`src/rtl/wpot_pkg.sv`:
```
package wpot_pkg;
  localparam int POT_SEL_W  = 2;
  localparam int SLOT_SEL_W = 2;
  localparam int NUM_POTS   = 1 << POT_SEL_W;
  localparam int NUM_SLOTS  = 1 << SLOT_SEL_W;

  typedef enum logic [2:0] {
    ST_IDLE, ST_ADDR, ST_INSTR, ST_WDATA, ST_RDATA, ST_ACK, ST_IGNORE
  } busState_t;

  localparam logic [3:0] OP_RD_WIPER = 4'b1001;
  localparam logic [3:0] OP_WR_WIPER = 4'b1010;
  localparam logic [3:0] OP_RD_STORE = 4'b1011;
  localparam logic [3:0] OP_WR_STORE = 4'b1100;

  typedef struct packed {
    logic                  shiftIn;
    logic                  shiftOut;
    logic                  loadRead;
    logic                  srcStore;
    logic                  writeWiper;
    logic                  writeStore;
    logic                  startProg;
    logic [SLOT_SEL_W-1:0] slot;
    logic [POT_SEL_W-1:0]  pot;
  } dpCtrl_t;
endpackage

```
`src/rtl/wpot_bus_sync.sv`:
```
module wpot_bus_sync #(
  parameter int STAGES = 2
) (
  input  logic clk,
  input  logic rstN,
  input  logic sclIn,
  input  logic sdaIn,
  output logic sclS,
  output logic sdaS,
  output logic sclRise,
  output logic sclFall,
  output logic startDet,
  output logic stopDet
);
  logic [STAGES-1:0] sclPipe, sdaPipe;
  logic sclLast, sdaLast;

  always_ff @(posedge clk or negedge rstN) begin
    if (!rstN) begin
      sclPipe <= '1;
      sdaPipe <= '1;
      sclLast <= 1'b1;
      sdaLast <= 1'b1;
    end else begin
      sclPipe <= {sclPipe[STAGES-2:0], sclIn};
      sdaPipe <= {sdaPipe[STAGES-2:0], sdaIn};
      sclLast <= sclPipe[STAGES-1];
      sdaLast <= sdaPipe[STAGES-1];
    end
  end

  assign sclS     = sclPipe[STAGES-1];
  assign sdaS     = sdaPipe[STAGES-1];
  assign sclRise  = sclS & ~sclLast;
  assign sclFall  = ~sclS & sclLast;
  assign startDet = sclS & sclLast & sdaLast & ~sdaS;
  assign stopDet  = sclS & sclLast & ~sdaLast & sdaS;
endmodule

```
`src/rtl/wpot_control.sv`:
```
module wpot_control
  import wpot_pkg::*;
(
  input  logic       clk,
  input  logic       rstN,
  input  logic       sclS,
  input  logic       sclRise,
  input  logic       sclFall,
  input  logic       startDet,
  input  logic       stopDet,
  input  logic [7:0] rxByte,
  input  logic       txBit,
  input  logic       busy,
  input  logic [3:0] addrStrap,
  output dpCtrl_t    ctl,
  output logic       sdaOutEn
);
  busState_t state, ackNext;
  logic [3:0] bitCnt;
  logic ackDrive, isStore, armProg;
  logic [SLOT_SEL_W-1:0] slotQ;
  logic [POT_SEL_W-1:0] potQ;

  logic [3:0] opField;
  logic instrOk, instrRead, addrOk, byteEnd;

  assign opField   = rxByte[7:4];
  assign instrOk   = ((opField == OP_RD_WIPER || opField == OP_WR_WIPER) && rxByte[3:2] == 2'b00)
                   || opField == OP_RD_STORE || opField == OP_WR_STORE;
  assign instrRead = (opField == OP_RD_WIPER) || (opField == OP_RD_STORE);
  assign addrOk    = (rxByte == {4'b0101, addrStrap}) && !busy;
  assign byteEnd   = sclFall && (bitCnt == 4'd8);

  always_comb begin
    ctl            = '0;
    ctl.slot       = slotQ;
    ctl.pot        = potQ;
    ctl.srcStore   = isStore;
    ctl.shiftIn    = sclRise && (state == ST_ADDR || state == ST_INSTR || state == ST_WDATA);
    ctl.shiftOut   = sclFall && state == ST_RDATA && bitCnt != 4'd8;
    ctl.loadRead   = sclFall && state == ST_ACK && ackNext == ST_RDATA;
    ctl.writeWiper = byteEnd && state == ST_WDATA && !isStore;
    ctl.writeStore = byteEnd && state == ST_WDATA && isStore;
    ctl.startProg  = stopDet && armProg;
  end

  always_ff @(posedge clk or negedge rstN) begin
    if (!rstN) begin
      state    <= ST_IDLE;
      ackNext  <= ST_IDLE;
      bitCnt   <= '0;
      ackDrive <= 1'b0;
      isStore  <= 1'b0;
      armProg  <= 1'b0;
      slotQ    <= '0;
      potQ     <= '0;
    end else if (startDet) begin
      state    <= ST_ADDR;
      bitCnt   <= '0;
      ackDrive <= 1'b0;
    end else if (stopDet) begin
      state    <= ST_IDLE;
      bitCnt   <= '0;
      ackDrive <= 1'b0;
      armProg  <= 1'b0;
    end else begin
      if (sclRise && (state == ST_ADDR || state == ST_INSTR ||
                      state == ST_WDATA || state == ST_RDATA))
        bitCnt <= bitCnt + 4'd1;
      if (sclFall) begin
        case (state)
          ST_ADDR: if (bitCnt == 4'd8) begin
            bitCnt <= '0;
            if (addrOk) begin
              ackDrive <= 1'b1;
              state    <= ST_ACK;
              ackNext  <= ST_INSTR;
            end else state <= ST_IGNORE;
          end
          ST_INSTR: if (bitCnt == 4'd8) begin
            bitCnt <= '0;
            if (instrOk) begin
              ackDrive <= 1'b1;
              state    <= ST_ACK;
              ackNext  <= instrRead ? ST_RDATA : ST_WDATA;
              isStore  <= (opField == OP_RD_STORE) || (opField == OP_WR_STORE);
              slotQ    <= rxByte[3:2];
              potQ     <= rxByte[1:0];
            end else state <= ST_IGNORE;
          end
          ST_WDATA: if (bitCnt == 4'd8) begin
            bitCnt   <= '0;
            ackDrive <= 1'b1;
            state    <= ST_ACK;
            ackNext  <= ST_IGNORE;
            if (isStore) armProg <= 1'b1;
          end
          ST_RDATA: if (bitCnt == 4'd8) begin
            bitCnt <= '0;
            state  <= ST_IGNORE;
          end
          ST_ACK: begin
            ackDrive <= 1'b0;
            state    <= ackNext;
          end
          default: ;
        endcase
      end
    end
  end

  assign sdaOutEn = ackDrive | (state == ST_RDATA && !txBit);

  // an address byte that ends while busy is high must not be acknowledged
  p_nack_when_busy_r7: assert property (@(posedge clk) disable iff (!rstN)
    (state == ST_ADDR && byteEnd && busy) |=> !sdaOutEn);

  // SDA drive changes only while SCL is low
  p_sda_stable_high_r11: assert property (@(posedge clk) disable iff (!rstN)
    (sclS && $past(sclS)) |-> $stable(sdaOutEn));

  // once the bus is being ignored, SDA stays released
  p_ignore_released_r3: assert property (@(posedge clk) disable iff (!rstN)
    (state == ST_IGNORE) |-> !sdaOutEn);
endmodule

```
`src/rtl/wpot_datapath.sv`:
```
module wpot_datapath
  import wpot_pkg::*;
#(
  parameter int         PROG_CYCLES = 250000,
  parameter logic [7:0] STORE_INIT  = 8'h80
) (
  input  logic                  clk,
  input  logic                  rstN,
  input  logic                  sdaS,
  input  dpCtrl_t               ctl,
  output logic [7:0]            rxByte,
  output logic                  txBit,
  output logic                  busy,
  output logic [NUM_POTS*8-1:0] wiperOut
);
  localparam int CNT_W = $clog2(PROG_CYCLES + 1);

  logic [7:0] shreg;
  logic [7:0] wiperQ [NUM_POTS];
  logic [7:0] store  [NUM_POTS][NUM_SLOTS];
  logic [CNT_W-1:0] progCnt;
  logic recallPend;

  initial begin
    for (int p = 0; p < NUM_POTS; p++)
      for (int s = 0; s < NUM_SLOTS; s++)
        store[p][s] = STORE_INIT;
  end

  always_ff @(posedge clk) begin
    if (ctl.writeStore) store[ctl.pot][ctl.slot] <= shreg;
  end

  always_ff @(posedge clk or negedge rstN) begin
    if (!rstN) recallPend <= 1'b1;
    else       recallPend <= 1'b0;
  end

  always_ff @(posedge clk or negedge rstN) begin
    if (!rstN)             shreg <= '0;
    else if (ctl.shiftIn)  shreg <= {shreg[6:0], sdaS};
    else if (ctl.loadRead) shreg <= ctl.srcStore ? store[ctl.pot][ctl.slot] : wiperQ[ctl.pot];
    else if (ctl.shiftOut) shreg <= {shreg[6:0], 1'b0};
  end

  for (genvar p = 0; p < NUM_POTS; p++) begin : g_pot
    always_ff @(posedge clk or negedge rstN) begin
      if (!rstN)                                               wiperQ[p] <= '0;
      else if (recallPend)                                     wiperQ[p] <= store[p][0];
      else if (ctl.writeWiper && ctl.pot == POT_SEL_W'(p))     wiperQ[p] <= shreg;
    end
    assign wiperOut[p*8 +: 8] = wiperQ[p];
  end

  always_ff @(posedge clk or negedge rstN) begin
    if (!rstN)                 progCnt <= '0;
    else if (ctl.startProg)    progCnt <= CNT_W'(PROG_CYCLES);
    else if (progCnt != '0)    progCnt <= progCnt - 1'b1;
  end

  assign busy   = (progCnt != '0);
  assign rxByte = shreg;
  assign txBit  = shreg[7];

  // a stop after a storage write opens the busy window
  p_prog_busy_r6: assert property (@(posedge clk) disable iff (!rstN)
    ctl.startProg |=> busy);

  // wipers move only on a wiper write or the reset recall
  p_wiper_hold_r4: assert property (@(posedge clk) disable iff (!rstN)
    (!ctl.writeWiper && !recallPend) |=> $stable(wiperOut));
endmodule

```
`src/rtl/wpot_ctrl_top.sv`:
```
module wpot_ctrl_top
  import wpot_pkg::*;
#(
  parameter int         PROG_CYCLES = 250000,
  parameter logic [7:0] STORE_INIT  = 8'h80,
  parameter int         SYNC_STAGES = 2
) (
  input  logic                  clk,
  input  logic                  rstN,
  input  logic                  sclIn,
  input  logic                  sdaIn,
  output logic                  sdaOutEn,
  input  logic [3:0]            addrStrap,
  output logic [NUM_POTS*8-1:0] wiperOut,
  output logic                  busy
);
  logic sclS, sdaS, sclRise, sclFall, startDet, stopDet, txBit;
  logic [7:0] rxByte;
  dpCtrl_t ctl;

  wpot_bus_sync #(.STAGES(SYNC_STAGES)) u_sync (
    .clk(clk), .rstN(rstN), .sclIn(sclIn), .sdaIn(sdaIn),
    .sclS(sclS), .sdaS(sdaS), .sclRise(sclRise), .sclFall(sclFall),
    .startDet(startDet), .stopDet(stopDet)
  );

  wpot_control u_ctrl (
    .clk(clk), .rstN(rstN), .sclS(sclS), .sclRise(sclRise), .sclFall(sclFall),
    .startDet(startDet), .stopDet(stopDet), .rxByte(rxByte), .txBit(txBit),
    .busy(busy), .addrStrap(addrStrap), .ctl(ctl), .sdaOutEn(sdaOutEn)
  );

  wpot_datapath #(.PROG_CYCLES(PROG_CYCLES), .STORE_INIT(STORE_INIT)) u_dp (
    .clk(clk), .rstN(rstN), .sdaS(sdaS), .ctl(ctl), .rxByte(rxByte),
    .txBit(txBit), .busy(busy), .wiperOut(wiperOut)
  );
endmodule

```
`config.mk`:
```
export PLATFORM = sky130hd
export DESIGN_NAME = wpot_ctrl_top
export DESIGN_NICKNAME = d
export VERILOG_FILES = /design/src/rtl/wpot_pkg.sv /design/src/rtl/wpot_bus_sync.sv /design/src/rtl/wpot_control.sv /design/src/rtl/wpot_datapath.sv /design/src/rtl/wpot_ctrl_top.sv
export SDC_FILE = /design/constraint.sdc
export NUM_CORES = 1
export LEC_CHECK = 0
export ABC_CLOCK_PERIOD_IN_PS = 3600
export BUFFER_PORTS_ARGS = -buffer_cell sky130_fd_sc_hd__buf_4
export CORE_UTILIZATION = 37
export DETAILED_ROUTE_END_ITERATION = 12
export GPL_TIMING_DRIVEN = 0
export MAX_ROUTING_LAYER = met4
export PLACE_DENSITY_LB_ADDON = 0.05
export SETUP_SLACK_MARGIN = 0.5
export SLEW_MARGIN = 20
export SYNTH_ARGS = -nofsm -noshare
export SYNTH_HDL_FRONTEND = slang
export SYNTH_SLANG_ARGS = --single-unit
```
`constraint.sdc`:
```
create_clock -name clk -period 3.6 [get_ports clk]
set_input_delay 0.18 -clock clk [delete_from_list [all_inputs] [get_ports clk]]
set_output_delay 0.18 -clock clk [all_outputs]
set_load 0.05 [all_outputs]
```
## Word-level counts from Yosys, hierarchy flattened

Memories as Yosys holds them, arrays and structs flattened.
Index checks and enable logic that the tools add are counted.

- $lt $le $gt $ge: 3
- Bitwise logic cells: 16
- Mux-type cells: 60
- Reductions and logical operators: 53
- $add $sub $neg: 2
- Equal/unequal tests: 27

Operators with widths:

| cell | count |
|---|---|
| $mux 8 | 17 |
| $mux 18 | 2 |
| $mux 3 | 12 |
| $bmux 8 s2 | 2 |
| $mux 32 | 1 |
| $mux 4 | 6 |
| $ne 4x2->1 const B | 6 |
| $eq 4x4->1 const B | 5 |
| $logic_and 1x1->1 | 19 |
| $reduce_bool 18->1 | 1 |
| $reduce_bool 2->1 | 9 |
| $sub 18x1->18 const B | 1 |
| $demux 8 s2 | 1 |
| $pmux 3 s5 | 1 |
| $mux 1 | 14 |
| $reduce_and 6->1 | 2 |
| $ne 2x1->1 const B | 5 |
| $eq 3x3->1 const B | 3 |
| $pmux 3 s3 | 1 |
| $reduce_and 9->1 | 1 |
| $reduce_bool 3->1 | 3 |
| $eq 8x7->1 | 1 |
| $logic_or 1x1->1 | 8 |
| $and 1x1->1 | 7 |
| other kinds (20) | 33 |

- Memory bits (writable): 128
- Flip-flop bits (word level): 82
- Input port bits: 8
- Memories kept: 1

Memories:

| memory | words | bits a word | read ports | clocked after memory_dff | wr ports | line | RTL |
|---|---|---|---|---|---|---|---|
| u_dp.store | 4 | 32 | 5 | 0 | 1 | wpot_datapath.sv:20 | `logic [7:0] store [NUM_POTS][NUM_SLOTS];` |

## Logic depth before layout (Yosys ltp)

Gate-level depths: netlist of run 1.

- Word-level depth: 11
- Mapped depth: 8
- Depth with buffers taken out: 7

## Cells and area by module

From an unflattened synthesis of run 1, not the netlist that was laid out.

- Cell total of the unflattened synthesis: 710
- Area total of the unflattened synthesis: 9532.9 um2

Modules (own cells, without submodules):

| module | sequential area each (um2) | cells each | instances | area an instance (um2) |
|---|---|---|---|---|
| wpot_datapath | 5321.4 | 585 | 1 | 8200.4 |
| wpot_control | 425.4 | 115 | 1 | 1142.3 |
| wpot_bus_sync | 157.7 | 10 | 1 | 190.2 |

## Worst setup path before layout of run 1

Ideal clock, no wire load.

- Path type: register to register
- Start: register u_sync.sclLast
- End: memory u_dp.store[3][24] (netlist bit), enable pin
- Library setup time: 0.370 ns
- Setup slack: 0.870 ns
- Arrival time: 2.359 ns
- Path buffers: 2
- Cell stages (with the launch flop): 8
- Cell sequence: dfstp_2 -> buf_2 -> nor2b_1 -> clkbuf_1 -> nand4_1 -> or2_2 -> or3_1 -> nor2_1

- Longest elaborated chain between the ends: 6

RTL lines:

| item | line | RTL |
|---|---|---|
| start: declaration | wpot_bus_sync.sv:16 | `logic sclLast, sdaLast;` |
| start signal: assignment | wpot_bus_sync.sv:27 | `sclLast <= sclPipe[STAGES-1];` |
| $and 1x1->1 | wpot_bus_sync.sv:35 | `assign sclFall = ~sclS & sclLast;` |
| $logic_and 1x1->1 | wpot_control.sv:32 | `assign byteEnd = sclFall && (bitCnt == 4'd8);` |
| $logic_and 1x1->1 (2 in series) | wpot_control.sv:43 | `ctl.writeStore = byteEnd && state == ST_WDATA && isStore;` |
| $mux 1 | wpot_datapath.sv:31 | `if (ctl.writeStore) store[ctl.pot][ctl.slot] <= shreg;` |
| $mux 32 (implied by the code) | wpot_datapath.sv:31 |  |
| end: declaration | wpot_datapath.sv:20 |  |

No other way between the ends.

## Final worst setup path of run 1

- Start: register u_sync.sclLast
- End: memory u_dp.store[1][31] (netlist bit), enable pin

The elaborated chain is that of the path after synthesis.

==> results of run 1 <==
[where the power goes]
group | total, µW | switching [µW] | internal [µW]
Clock | 2370 | 963 | 1400
Sequential | 3210 | 325 | 2880
Combinational | 958 | 634 | 324
[cell usage after synthesis (2+ instances only)]
| master | n |
|---|---|
| edfxtp_1 | 128 |
| dfrtp_1 | 75 |
| mux2i_1 | 63 |
| nand2_1 | 63 |
| nor2_1 | 51 |
| o21ai_0 | 44 |
| mux4_2 | 31 |
| clkbuf_1 | 27 |
| xnor2_1 | 14 |
| a21oi_1 | 13 |
| nand3_1 | 13 |
| o21ai_1 | 12 |
| inv_1 | 11 |
| buf_1 | 10 |
| nor3_1 | 10 |
| a221oi_1 | 9 |
| nor2b_1 | 9 |
| nor4_1 | 8 |
| or3_1 | 8 |
| dfstp_2 | 7 |
| nor3b_1 | 6 |
| o2111a_1 | 6 |
| buf_2 | 5 |
| ha_1 | 5 |
| mux2_2 | 5 |
| nand2b_1 | 5 |
| nand4_1 | 5 |
| o211ai_1 | 5 |
| and2_1 | 4 |
| and3_1 | 4 |
| nand3b_1 | 4 |
| nor3_2 | 4 |
| xor2_1 | 4 |
| a22oi_1 | 3 |
| a31oi_1 | 3 |
| or2_2 | 3 |
| a211oi_1 | 2 |
| a311oi_1 | 2 |
| a32o_1 | 2 |
| a41oi_1 | 2 |
| or4_1 | 2 |
| or4_4 | 2 |
[worst paths after layout]
check                      slack [ns]  cells after the start         startpoint                end
setup / recovery                 0.56                      8     u_sync.sclLast  u_dp.store[1][31]
hold / removal                   0.27                      6       addrStrap[0]  u_ctrl.ackNext[1]
setup reg to reg                 0.56                      8     u_sync.sclLast  u_dp.store[1][31]
hold reg to reg                  0.35                      0  u_sync.sclPipe[0]  u_sync.sclPipe[1]
max in group asynchronous        2.74                      2               rstN     u_ctrl.armProg
min in group asynchronous        0.30                      2               rstN  u_dp.wiperOut[15]
[per-layer routing]
| metal | up-vias | GRT usage (%) | wire [µm] |
|---|---|---|---|
| li1 | 2854 | - | - |
| met2 | 225 | 33.1 | 12400 |
| met5 | - | - | 0 |
| met3 | 50 | 3.57 | 1620 |
| met1 | 3229 | 30.0 | 12200 |
| met4 | 0 | 5.35 | 609 |
[critical path: stages, from the launching register on]
cell and delay [ns]:
dfstp_2 0.51, buf_2 0.18, nor2b_1 0.14, clkbuf_1 0.26, nand4_1 0.14, buf_4 0.20, or2_2 0.34, or3_1 0.51
nor2_4 0.40
[metrics by stage]
| step | cells | util (%) | instance area [µm²] |
|---|---|---|---|
| floorplan | 711 | - | 9540 |
| global placement | 1082 | 40.6 | 10300 |
| detailed placement | 1082 | 40.7 | 10300 |
| CTS | 1131 | 44.0 | 11100 |
| global route | 1135 | 44.4 | 11200 |
| finish | 1135 | 44.4 | 11200 |
[layout make-up]
type / count / area [µm²]
fill: 2328 / 14000
clock inverter: 14 / 113
inverter: 11 / 41.3
buffer: 42 / 166
clock buffer: 30 / 644
multi-input combinational: 448 / 3490
timing repair buffer: 50 / 437
tap: 330 / 413
sequential: 210 / 5900
[timing repair]
action / in CTS / in global routing
buffers inserted: 2 / 4
endpoints found under the hold margin: 77 / 0
hold buffers: 3 / 0
resized for setup: 8 / 6
pin swaps: 1 / 3
setup endpoints to repair: 128 / 72
[kinds of logic (layout without fill, tap and decap cells)]
family / after synthesis / after routing / synth area share (%)
AO/OA/AOI/OAI: 117 / 117 / 7.99
XOR/XNOR: 18 / 18 / 1.65
adder cells (fa/ha/maj): 5 / 5 / 0.656
buffers and inverters: 53 / 147 / 2.15
flip-flops: 210 / 210 / 61.9
multiplexers: 99 / 99 / 14.5
other: 1 / 1 / 0.0393
AND/OR/NAND/NOR: 208 / 208 / 11.1
[sequential cells by signal (all words and copies together), names as in the netlist]
name and count:
u_dp.progCnt 18, u_ctrl.armProg 1, u_ctrl.ackDrive 1, u_dp.wiperOut 32, u_ctrl.ackNext 3, u_sync.sclPipe 2, u_sync.sdaLast 1, u_ctrl.bitCnt 4
u_ctrl.slotQ 2, u_dp.rxByte 8, u_sync.sdaPipe 2, u_dp.store 128, u_sync.sclLast 1, u_ctrl.state 3, u_ctrl.potQ 2, u_ctrl.isStore 1
u_dp.recallPend 1
==> flow_metrics.tcl, run 1 <==
set metrics [dict create \
    setup-violations-final 0 \
    grt-ovfl-total 0 \
    core_area_mm2 0.0253 \
    initial_core_util_pct 37.8 \
    slew_violations 0 \
    synth_async_sr_flop_share_pct 39.0 \
    power_uw 6530 \
    endpoint_kind "register" \
    cts.sinks 210 \
    avgViaCountPerCell 5.60 \
    synth_top_cell_by_area "edfxtp_1" \
    hold_viol_final 0 \
    vias 6358 \
    yosys.area.top_type_share_pct 40.3 \
    synthesis.area_mm2 0.00954 \
    ys.warnings.count 0 \
    crit_type "register to register" \
    ys_seq_elements 210 \
    cts_tree "built" \
    p_per_area_mw_per_mm2 583 \
    ioPinCount 42 \
    layout_common_cells "edfxtp_1 (128), dfrtp_1 (75), nand2_1 (63), mux2i_1 (63), nor2_1 (45)" \
    ys_types 64 \
    layout.nets 800 \
    antenna_found_initial 0 \
    final_common_cell "edfxtp_1" \
    place_ws_ns -0.244 \
    setup_tns_ns 0 \
    slew-limit-headroom_pct 32.4 \
    drv_cap 0 \
    cts-root-buf "clkbuf_16" \
    gp_congestion 0.891 \
    drive_above_1_share_pct 18.5 \
    dr.pass1.iters 5 \
    clock_latency_ns 0.52 \
    fin_worst_skew_ns 0.0134 \
    fp.dieArea_mm2 0.0264 \
    hold_class "input pin to register" \
    synthesis.nets 724 \
    fin_ws_ns 0.558 \
    h-tree-depth 1 \
    numCtsBuffers 24 \
    drc 0 \
    post-route-period-util_pct 84.5 \
    area_growth_pct 17.5 \
    holdWs_ns 0.265 \
    cp.required_ns 3.76 \
    synth.yosys.seq_area_share_pct 61.9 \
    hpwlAfterDp_um 18500 \
    io_buffers 41 \
    tightest_slew_ns 1.01 \
    wl_um 26900 \
    synth_area_leaders "edfxtp_1 (40%), dfrtp_1 (20%), mux4_2 (7.3%)" \
    finalCriticalPeriod_ns 3.04 \
    grt_pass1_vias 6462 \
    row_count 58 \
    die_w_um 163 \
    ir_worst_vdd_mv 0.379 \
    leakagePower_uw 0.00398 \
    critPathMaxFanout 9 \
    outcome "completed" \
    startpoint_type "register" \
    grt_max_degree 83 \
    die_h_um 163 \
    wire_per_inst_um 23.7 \
    path_clk_slew_ns 0.06 \
    worstPathArrival_ns 3.21 \
    syn_inst 711 \
    grt_pass1_wl_um 40800 \
    synth_edf_count 128 \
    rsz0062_at_grt "true" \
    clock_path_buffers 3 \
    syn_avg_cell_area_um2 13.4 \
    antenna_left 0 \
    grt.total_usage_pct 21.6 \
    first_iter_violations 563 \
    diodes 0 \
    synthFlopType "edfxtp_1" \
    clock.fmax_ghz 0.329 \
]
No activity file was read; power rests on OpenSTA's default activity.
==> inputs of run 2 (changes only) <==
Settings changed: ABC_CLOCK_PERIOD_IN_PS 3600 to 2700.
Clock period 3.6 ns to 2.7 ns, I/O delays scaled along.
==> flow_metrics.tcl, run 2 (synthesis gave the netlist of run 1 again) <==
set metrics [dict create \
    crit_path_frequent_cell "or4_4" \
    critical_path_buf_inv_count 0 \
    grt_pass1_vias 6711 \
    slew_violations 0 \
    slew-limit-headroom_pct 46.2 \
    multi_input_area_mm2 0.00378 \
    grt_max_degree 83 \
    wire_per_inst_um 24.0 \
    h-tree-depth 1 \
    layout.nets 845 \
    r2r_slack_ns 0.37 \
    path_cells "or4_4 -> or4b_4 -> or4_4 -> a32oi_1 -> a21boi_2" \
    clock_latency_ns 0.52 \
    row_count 58 \
    drv_cap 0 \
    path_clk_slew_ns 0.06 \
    rsz0062_at_grt "true" \
    hold_viol_final 0 \
    cp.required_ns 3.15 \
    cts-root-buf "clkbuf_16" \
    drive_above_1_share_pct 31.8 \
    holdWs_ns 0.185 \
    hold_class "input pin to register" \
    vias 6583 \
    fin_area_mm2 0.0121 \
    drc 0 \
    cts.sinks 210 \
    ir_worst_vdd_mv 0.509 \
    tightest_slew_ns 0.808 \
    placed_cells 1082 \
    layout_common_cells "edfxtp_1 (128), buf_4 (70), dfrtp_1 (67), nand2_1 (60), mux2i_1 (60)" \
    fp.dieArea_mm2 0.0264 \
    critical-path-top-delay-family "simple AND/OR/NAND/NOR gates" \
    outcome "completed" \
    first_iter_violations 520 \
    grt.total_usage_pct 22.5 \
    wl_met1_um 12700 \
    crit_type "register to register" \
    cpPeakStageDelay_ns 0.59 \
    wl_um 28300 \
    ioPinCount 42 \
    leakagePower_uw 0.00441 \
    antenna_found_initial 0 \
    setup_tns_ns 0 \
    core_area_mm2 0.0253 \
    cts_tree "built" \
    fillers 2288 \
    fin_worst_skew_ns 0.00943 \
    met3_length_um 1940 \
    io_buffers 41 \
    final_common_cell "edfxtp_1" \
    startpoint_type "register" \
    gp_congestion 0.832 \
    clock.fmax_ghz 0.429 \
    regMostFlops "u_dp.store" \
    largest_reg_flops 128 \
    setup-violations-final 0 \
    ff_latch_area_mm2 0.00593 \
    slowest_stage "or4_4" \
    finalCriticalPeriod_ns 2.33 \
    worstPathArrival_ns 2.78 \
    endpoint_kind "register" \
    met2WireLength_um 12800 \
    highest_layer "met4" \
    critPathMaxFanout 5 \
    antenna_left 0 \
    p_per_area_mw_per_mm2 734 \
    dr.pass1.iters 5 \
    clock_path_buffers 3 \
    area_growth_pct 26.9 \
    die_w_um 163 \
    fin_cells 1179 \
    avgViaCountPerCell 5.58 \
    grt-ovfl-total 0 \
    grt_pass1_wl_um 42000 \
    diodes 0 \
    post-route-period-util_pct 86.4 \
    hpwlAfterDp_um 18800 \
    numCtsBuffers 24 \
    postPlaceCellArea_mm2 0.0103 \
    die_h_um 163 \
    initial_core_util_pct 37.8 \
]
==> run 2: layer usage <==
metal  vias up  GRT usage, %
met3        52          4.86
met2       213          33.8
li1       2951             -
met1      3367          30.7
met5         -             -
met4         0          6.46
==> run 2: area by class of cell <==
type | instances | share of cell area (%)
Sequential cell | 210 | 49.0
Inverter | 11 | 0.341
Clock buffer | 31 | 5.62
Multi-Input combinational cell | 448 | 31.2
Buffer | 42 | 2.09
Timing Repair Buffer | 95 | 7.78
Clock inverter | 12 | 0.548
Tap cell | 330 | 3.41
==> run 2: report_power, final <==
part	total, µW	switching (µW)	leakage [µW]	internal, µW
sequential	4290	421	0.00217	3870
combinational	1530	989	0.00186	544
clock	3060	1290	0.000373	1770
total	8880	2700	0.00441	6180
==> run 2: worst paths after layout <==
kind                                    from           endpoint  cells after the start
max in group asynchronous               rstN     u_dp.rxByte[6]                      2
setup reg to reg            u_dp.progCnt[14]  u_ctrl.ackNext[1]                      5
hold / removal                  addrStrap[0]  u_ctrl.ackNext[1]                      6
hold reg to reg            u_sync.sdaPipe[0]  u_sync.sdaPipe[1]                      0
setup / recovery            u_dp.progCnt[14]  u_ctrl.ackNext[1]                      5
min in group asynchronous               rstN  u_dp.wiperOut[28]                      2
==> run 2: through the flow <==
step           worst slack (ns)  utilization (%)  total power, µW
6_report                  0.366             47.9             8880
5_1_grt                   0.290             47.9             9210
4_1_cts                   0.300             46.9             8830
3_5_place_dp             -0.431             41.0             5660
3_3_place_gp             -0.734             40.9             5620
2_1_floorplan             0.361                -             5010
==> run 2: what timing repair did <==
| item | in CTS | in global routing |
|---|---|---|
| endpoints found under the setup margin | 193 | 187 |
| pin swaps | 26 | 19 |
| setup buffers | 39 | 12 |
| endpoints found under the hold margin | 77 | 0 |
| gates resized for setup | 91 | 74 |
| hold buffers | 3 | 0 |
==> run 2: worst reg2reg max path, cell delays in order, from the launching register on <==
cell and delay [ns]:
dfrtp_1 0.38, or4_4 0.59, or4b_4 0.56, or4_4 0.44, a32oi_1 0.14, a21boi_2 0.16
==> inputs of run 3 (changes only) <==
Settings changed: ABC_AREA set to 1.
==> flow_metrics.tcl, run 3 <==
set metrics [dict create \
    numCtsBuffers 25 \
    ir_worst_vdd_mv 1.77 \
    endpoint_kind "register" \
    wire_per_inst_um 18.4 \
    io_buffers 41 \
    hpwlAfterDp_um 19600 \
    initial_core_util_pct 38.0 \
    yosys-top-cells-count "nand2_1 (451), edfxtp_1 (128), nor2_1 (86)" \
    synth_area_leaders "edfxtp_1 (39%), dfrtp_1 (19%), nand2_1 (17%)" \
    synthesis.nets 1101 \
    yosys.area.top_type_share_pct 38.6 \
    avgViaCountPerCell 4.88 \
    grt-ovfl-total 0 \
    diodes 0 \
    drc 6 \
    post-route-period-util_pct 79.5 \
    grt_pass1_vias 7243 \
    crit_path_end "u_dp.store[3][16]" \
    path_clk_slew_ns 0.06 \
    vias 7427 \
    fin_worst_skew_ns 0.0146 \
    area_growth_pct 19.3 \
    cp.required_ns 2.90 \
    fin_area_mm2 0.0119 \
    grt_pass1_wl_um 43800 \
    cts_tree "built" \
    hold_viol_final 0 \
    h-tree-depth 1 \
    ioPinCount 42 \
    grt.total_usage_pct 21.5 \
    first_iter_violations 591 \
    synth.most_common_cell "nand2_1" \
    row_count 59 \
    clock.fmax_ghz 0.466 \
    finalCriticalPeriod_ns 2.15 \
    synth_async_sr_flop_share_pct 39.0 \
    antenna_found_initial 0 \
    layout.nets 1182 \
    leakagePower_uw 0.00514 \
    setup-violations-final 0 \
    final_common_cell "nand2_1" \
    worstPathArrival_ns 2.35 \
    die_h_um 166 \
    slew-limit-headroom_pct 39.8 \
    layout_common_cells "nand2_1 (446), edfxtp_1 (128), nor2_1 (70), dfrtp_1 (69), inv_1 (60)" \
    antenna_left 0 \
    ys.warnings.count 0 \
    synth.yosys.seq_area_share_pct 59.3 \
    regMostFlops "u_dp.store" \
    crit_type "register to register" \
    synth_edf_count 128 \
    clock_latency_ns 0.53 \
    syn_avg_cell_area_um2 9.15 \
    r2r_end "u_dp.store[3][16]" \
    gp_congestion 0.863 \
    postPlaceCellArea_mm2 0.0107 \
    largest_reg_flops 128 \
    drive_above_1_share_pct 18.3 \
    synthFlopType "edfxtp_1" \
    hold_class "input pin to register" \
    synthesis.area_mm2 0.00995 \
    final_util_pct 45.3 \
    dr.pass1.iters 11 \
    cts.sinks 210 \
    syn_inst 1088 \
    wl_um 28100 \
    slew_violations 0 \
    startpoint_type "register" \
    critPathMaxFanout 8 \
    synth_top_cell_by_area "edfxtp_1" \
    tightest_slew_ns 0.903 \
    p_per_area_mw_per_mm2 1370 \
    die_w_um 166 \
    r2r_slack_ns 0.55 \
    core_area_mm2 0.0262 \
    drv_cap 0 \
    power_uw 16200 \
    violations "DRC" \
    clock_path_buffers 3 \
    fp.dieArea_mm2 0.0276 \
    rsz0062_at_grt "true" \
    outcome "finished with violations" \
    ys_types 43 \
    rr_startpoint "u_ctrl.bitCnt[1]" \
    reg2reg_depth 9 \
    ys_seq_elements 210 \
    grt_max_degree 83 \
    cp-startpoint "u_ctrl.bitCnt[1]" \
    cts-root-buf "clkbuf_16" \
]
## run 3: cell count changes in the layout (fill, tap and decap cells not counted), moves of 30 or more
cell     before  now
o21ai_2       1   32
nor2_1       34   70
a21oi_1      11   53
inv_1        10   60
mux2i_1      60    0
o21ai_1      37    7
nand2_1      60  446
mux4_2       31    0
## run 3: timing repair
action | in CTS | in global routing
hold buffers | 3 | 0
endpoints found under the hold margin | 77 | 0
endpoints found under the setup margin | 129 | 126
pin swaps | 11 | 6
buffers inserted | 8 | 2
gates resized for setup | 39 | 8
## run 3: how the worst min path moves through the flow
stage | end | cells past startpoint | start | slack (ns)
finish | u_ctrl.state[1] | 7 | addrStrap[1] | 0.16
global placement | u_sync.sdaPipe[0] | 1 | sdaIn | 0.24
CTS | u_ctrl.state[1] | 7 | addrStrap[3] | 0.15
global route | u_ctrl.state[0] | 8 | addrStrap[1] | 0.23
detailed placement | u_dp.wiperOut[5] | 1 | rstN | 0.25
floorplan | u_ctrl.ackDrive | 0 | rstN | -0.16
## run 3: cells by family after synthesis
group / synth area share, %
AOI/OAI and AO/OA: 7.90
xor gates and xnor gates: 0.968
adders and majority gates: 0.629
buffers and inverters: 4.73
DFF: 59.3
other: 0.0377
and+or+nand+nor: 26.4
## run 3: per-layer routing
layer / part of all wire (%) / GRT usage [%] / vias to the layer above
met1: 48 / 29.7 / 3488
li1: - / - / 3721
met3: 4.5 / 2.67 / 43
met4: 2.2 / 5.57 / 0
met2: 45 / 33.5 / 175
met5: 0 / - / -
## run 3: area by class of cell
type                    count  area (µm²)
clock inverters            11         155
repair buffers             54         529
clock buffers              34         659
well taps                 335         419
inverters                  73         277
multi-input cells         772        3720
flip-flops and latches    210        5910
fillers                  2554       14300
plain buffers              33         196
## run 3: critical path: stages, from the launching register on
cell     delay, ns
dfrtp_1       0.39
inv_1         0.08
ha_1          0.14
nand2_1       0.08
nor2_4        0.14
nand2_2       0.14
nor3_4        0.22
buf_12        0.15
nand2_2       0.15
nor2_4        0.31
## run 3: per-stage QoR
stage | hold slack [ns] | setup TNS, ns | cells | worst slack (ns)
after global placement | 0.244 | -18.17 | 1464 | -0.244
after CTS | 0.149 | 0 | 1520 | 0.529
after detailed placement | 0.245 | -18.10 | 1464 | -0.243
final | 0.162 | 0 | 1522 | 0.553
after global routing | 0.233 | 0 | 1522 | 0.449
after floorplan | -0.161 | 0 | 1088 | 0.656
## run 3: power breakdown
| part | internal, µW | switching (µW) | total, µW |
|---|---|---|---|
| Combinational | 2810 | 5030 | 7840 |
| Clock | 2080 | 1310 | 3400 |
| Sequential | 4260 | 695 | 4960 |
| Total | 9160 | 7040 | 16200 |
